==> config.mk <==
export PLATFORM = sky130hd
export DESIGN_NAME = gf3m_mul
export DESIGN_NICKNAME = d
export VERILOG_FILES = /design/src/rtl/gf3_pkg.sv /design/src/rtl/gf3_cell.sv /design/src/rtl/gf3_neg.sv /design/src/rtl/gf3_mul_core.sv /design/src/rtl/gf3m_mul.sv
export SDC_FILE = /design/constraint.sdc
export NUM_CORES = 1
export LEC_CHECK = 0
export BUFFER_PORTS_ARGS = -buffer_cell sky130_fd_sc_hd__buf_2
export CAP_MARGIN = 20
export CORE_MARGIN = 4
export CORE_UTILIZATION = 38
export DETAILED_ROUTE_END_ITERATION = 10
export GPL_TIMING_DRIVEN = 0
export HOLD_SLACK_MARGIN = 0.1
export SYNTH_ARGS = -nofsm -noshare
export SYNTH_HDL_FRONTEND = slang
export SYNTH_SLANG_ARGS = --single-unit
==> constraint.sdc <==
create_clock -name clk_i -period 34.1 [get_ports clk_i]
set_input_delay 5.115 -clock clk_i [delete_from_list [all_inputs] [get_ports clk_i]]
set_output_delay 5.115 -clock clk_i [all_outputs]
set_load 0.05 [all_outputs]
==> src/rtl/gf3_pkg.sv <==
package gf3_pkg;
  typedef logic [1:0] trit_t;

  localparam trit_t TRIT_ZERO = 2'b00;
  localparam trit_t TRIT_ONE  = 2'b01;
  localparam trit_t TRIT_TWO  = 2'b10;

  typedef enum logic {
    CELL_LUT    = 1'b0,
    CELL_MULADD = 1'b1
  } cell_style_e;

  // single lookup over all six input bits
  function automatic trit_t mac_lut(trit_t a, trit_t b, trit_t c);
    int unsigned v;
    v = (int'(a) * int'(b) + int'(c)) % 3;
    return v[1:0];
  endfunction

  // mod-3 product of two digits
  function automatic trit_t mul3(trit_t a, trit_t b);
    if (a == TRIT_ZERO || b == TRIT_ZERO) return TRIT_ZERO;
    return (a == b) ? TRIT_ONE : TRIT_TWO;
  endfunction

  // mod-3 sum of two digits
  function automatic trit_t add3(trit_t a, trit_t c);
    logic [2:0] s;
    s = {1'b0, a} + {1'b0, c};
    if (s >= 3'd3) s = s - 3'd3;
    return s[1:0];
  endfunction
endpackage

==> src/rtl/gf3_cell.sv <==
module gf3_cell #(
  parameter gf3_pkg::cell_style_e STYLE = gf3_pkg::CELL_LUT
) (
  input  logic [1:0] a_i,
  input  logic [1:0] b_i,
  input  logic [1:0] c_i,
  output logic [1:0] s_o
);
  generate
    if (STYLE == gf3_pkg::CELL_LUT) begin : g_lut
      assign s_o = gf3_pkg::mac_lut(a_i, b_i, c_i);
    end else begin : g_muladd
      logic [1:0] prod;
      assign prod = gf3_pkg::mul3(a_i, b_i);
      assign s_o  = gf3_pkg::add3(prod, c_i);
    end
  endgenerate
endmodule

==> src/rtl/gf3_neg.sv <==
module gf3_neg (
  input  logic [1:0] a_i,
  output logic [1:0] n_o
);
  // -1 = 2 and -2 = 1 mod 3: swap the code bits
  assign n_o = {a_i[0], a_i[1]};
endmodule

==> src/rtl/gf3_mul_core.sv <==
module gf3_mul_core #(
  parameter int M = 4,
  parameter gf3_pkg::cell_style_e STYLE = gf3_pkg::CELL_LUT,
  localparam int W  = 2 * M,
  localparam int ND = 2 * M - 1
) (
  input  logic [W-1:0] a_i,
  input  logic [W-1:0] b_i,
  input  logic [W-1:0] p_i,
  output logic [W-1:0] r_o
);
  logic [1:0] pp [0:M][0:ND-1];
  logic [1:0] rd [0:M-1][0:ND-1];
  logic [1:0] fold [0:M-1];

  generate
    for (genvar d = 0; d < ND; d++) begin : g_init
      assign pp[0][d] = 2'b00;
    end

    // partial-product grid: row r adds a[r]*b into digits r..r+M-1
    for (genvar r = 0; r < M; r++) begin : g_row
      for (genvar d = 0; d < ND; d++) begin : g_dig
        if (d >= r && d < r + M) begin : g_cell
          gf3_cell #(.STYLE(STYLE)) u_cell (
            .a_i(a_i[2*r +: 2]),
            .b_i(b_i[2*(d-r) +: 2]),
            .c_i(pp[r][d]),
            .s_o(pp[r+1][d])
          );
        end else begin : g_pass
          assign pp[r+1][d] = pp[r][d];
        end
      end
    end

    for (genvar d = 0; d < ND; d++) begin : g_hand
      assign rd[0][d] = pp[M][d];
    end

    // fold rows: top digit t at degree k adds (-t)*p_j into degree k-M+j
    for (genvar s = 0; s < M - 1; s++) begin : g_fold
      localparam int K = ND - 1 - s;
      gf3_neg u_neg (.a_i(rd[s][K]), .n_o(fold[s]));
      for (genvar d = 0; d < ND; d++) begin : g_dig
        if (d >= K - M && d < K) begin : g_cell
          gf3_cell #(.STYLE(STYLE)) u_cell (
            .a_i(fold[s]),
            .b_i(p_i[2*(d-K+M) +: 2]),
            .c_i(rd[s][d]),
            .s_o(rd[s+1][d])
          );
        end else if (d == K) begin : g_drop
          assign rd[s+1][d] = 2'b00;
        end else begin : g_pass
          assign rd[s+1][d] = rd[s][d];
        end
      end
    end
    assign fold[M-1] = 2'b00;

    for (genvar d = 0; d < M; d++) begin : g_out
      assign r_o[2*d +: 2] = rd[M-1][d];
    end
  endgenerate
endmodule

==> src/rtl/gf3m_mul.sv <==
module gf3m_mul #(
  parameter int M = 4,
  parameter gf3_pkg::cell_style_e STYLE = gf3_pkg::CELL_LUT,
  localparam int W = 2 * M
) (
  input  logic         clk_i,
  input  logic         rst_ni,
  input  logic [W-1:0] a_i,
  input  logic [W-1:0] b_i,
  input  logic [W-1:0] p_i,
  output logic [W-1:0] r_o
);
  logic [W-1:0] a_q, b_q, p_q;

  always_ff @(posedge clk_i or negedge rst_ni) begin
    if (!rst_ni) begin
      a_q <= '0;
      b_q <= '0;
      p_q <= '0;
    end else begin
      a_q <= a_i;
      b_q <= b_i;
      p_q <= p_i;
    end
  end

  gf3_mul_core #(.M(M), .STYLE(STYLE)) u_core (
    .a_i(a_q),
    .b_i(b_q),
    .p_i(p_q),
    .r_o(r_o)
  );
endmodule

==> reports/metrics.cfg <==
[detailed_routing]
wl_met1_mm=13.9
vias_per_cell=5.67
totalWireLength_mm=28.1
drt_iter0_drc=626
ant_nets=0
drcViolationCount=0
wl_per_cell_um=13.8
dr.max_layer_used=met4
wl_met2_mm=13.2
met3_length_um=864
firstDrtPassIters=5
routed-via-count=11500

[yosys]
synth_seq_cells=24
yosysTopAreaCellShare_pct=19.9
yosysMostFrequentCell=ha_1
syn_area_um2=12200
synth_area_per_cell_um2=7.67
ys_warn_count=0
synthArstFlopShare_pct=100
synth_edf_count=0
syn_inst=1591
ys_seq_area_share_pct=4.92
syn_nets=1845
synth_top_area_cell=ha_1
ys_types=103
ys_top_cells_by_count=194 x ha_1, 120 x inv_1, 108 x nand2_1
synth_area_leaders=ha_1 20%, fa_1 5.6%, dfrtp_1 4.9%
synthFlopType=dfrtp_1

[grt]
antenna_found_initial=0
track_usage_pct=15.6
grt_pass1_wl_mm=49.1
grt_overflow_total=0
grt_pass1_vias=11000
grt_start_max_net_pins=25

[clocking]
path_clk_slew_ns=0.07
ctsHoldBuffers=0
h-tree-depth=1
ctsRootBufferMaster=clkbuf_16
numCtsBuffers=3
cts_sinks=24
cts_tree=yes
cts-resized-gates=0
postCtsSetupBuffers=0
cts_buffer_depth=2

[critical_path]
critPathRequiredTime_ns=28.98
startpoint_type=register
critPathSlowestCell=mux2i_1
end_kind=primary output
path_class=reg -> out
cp_max_fo=10
cpMostUsedCell=ha_1
crit_arrival_ns=25.88
slowest_delay_ns=0.60

[timing]
max_slew_margin_pct=45.8
worst_pin_slew_ns=0.790
grt_setup_unrepaired=false
finalSetupViolations=0
hold_viol_final=0
final.period_utilization_pct=90.9
slew_violations=0
period_needed_ns=30.99
fmax_ghz=0.0323
setup_tns_ns=0

[final_layout]
areaGrowthSynthToFinish_pct=6.33
n_antenna_cell=0
regArea_um2=601
drive_above_1_share_pct=7.74
nets=1883
fillerInstances=3255
multi_input_area_um2=10900

[floorplanning]
num_io_pins=34
start_util_pct=38.6
dieHeight_um=187
fp.coreArea_um2=31600
die_width_um=187
num_rows=65
dieArea_um2=35100

[placed_design]
place.gp.congestion=0.887
place_hpwl_mm=23.2
port_buffers=33

[outcome]
outcome=complete, no violations

[job]
maxCapViolCount=0

[min_path]
hold_class=in -> async

==> per-layer routing <==
layer,vias to the layer above,global-route usage (%)
met5,-,0
met2,154,27.7
met1,5401,21.2
met4,0,1.11
li1,5947,-
met3,16,1.96
==> area by class of cell <==
class                   count  area share [%]
plain buffers              48            1.55
flip-flops and latches     24            4.63
inverters                 125            3.61
well taps                 402            3.88
multi-input cells        1394            84.2
repair buffers             33            1.27
clock buffers               3           0.578
clock inverters             1           0.231
==> path summary, 6_finish.rpt <==
path                               endpoint  slack [ns]             start
min in group clk_i         p_q[1]$_DFF_PN0_        4.93            p_i[1]
max in group asynchronous  p_q[7]$_DFF_PN0_       28.78            rst_ni
hold / removal             a_q[0]$_DFF_PN0_        4.87            rst_ni
setup / recovery                     r_o[7]        3.11  a_q[0]$_DFF_PN0_
==> layout by cell type, fill, tap and decap left out, types with 9 or more instances in the layout <==
cell type  instances
nor4_1            12
a221oi_1          11
mux2i_1           39
buf_2             43
clkbuf_1          33
nor2_1            99
a21o_1            22
mux2_2            29
o211ai_1           9
nor2b_1           19
o2111ai_1         13
a211oi_1          22
xnor2_1           64
or3_1             23
xor2_1            38
nand2_1          108
o21ai_0           52
fa_1              34
a31oi_1           35
o21a_1             9
inv_1            120
nand2b_1          39
ha_1             194
a21oi_1           99
a311oi_1          11
nand3_1           50
nor3_1            54
dfrtp_1           24
and3_1            22
and2_1            82
nand3b_1          13
==> cell families (layout without fill, tap and decap cells) <==
kind of cell             Yosys count  in the layout  synth area share [%]
XOR/XNOR                         108            108                  8.37
buffers and inverters            173            210                  5.49
adder cells (fa/ha/maj)          228            228                  25.5
AND/OR/NAND/NOR                  563            563                  24.3
multiplexers                      76             76                  6.66
flip-flops                        24             24                  4.92
AO/OA/AOI/OAI                    419            419                  24.8
==> sequential cells by signal, indices dropped and copies added (netlist names) <==
signal / flops
p_q: 8
a_q: 8
b_q: 8
==> through the flow <==
stage | instances | cell area, um^2 | hold slack [ns] | setup WS, ns | utilization, %
after floorplan | 1591 | 12200 | 4.82 | 5.94 | -
after global placement | 2026 | 12900 | 5.18 | 3.96 | 40.7
after detailed placement | 2026 | 12900 | 5.19 | 3.54 | 40.7
after CTS | 2030 | 13000 | 4.88 | 3.15 | 41.0
after global routing | 2030 | 13000 | 4.91 | 0.891 | 41.0
final | 2030 | 13000 | 4.87 | 3.11 | 41.0
==> critical path: cells and delay by family (launching register included) <==
kind            cells  cell delay [ns]
compound gates     38             7.14
fa+ha+maj          28             6.87
mux                12             4.38
simple gates       18             3.21
buf+inv            12             2.02
xor+xnor            5             1.39
flops               1             0.51
Power is left out: the tool's default activity adds up to more than one toggle a clock period on the data nets, which glitch-free logic cannot reach.
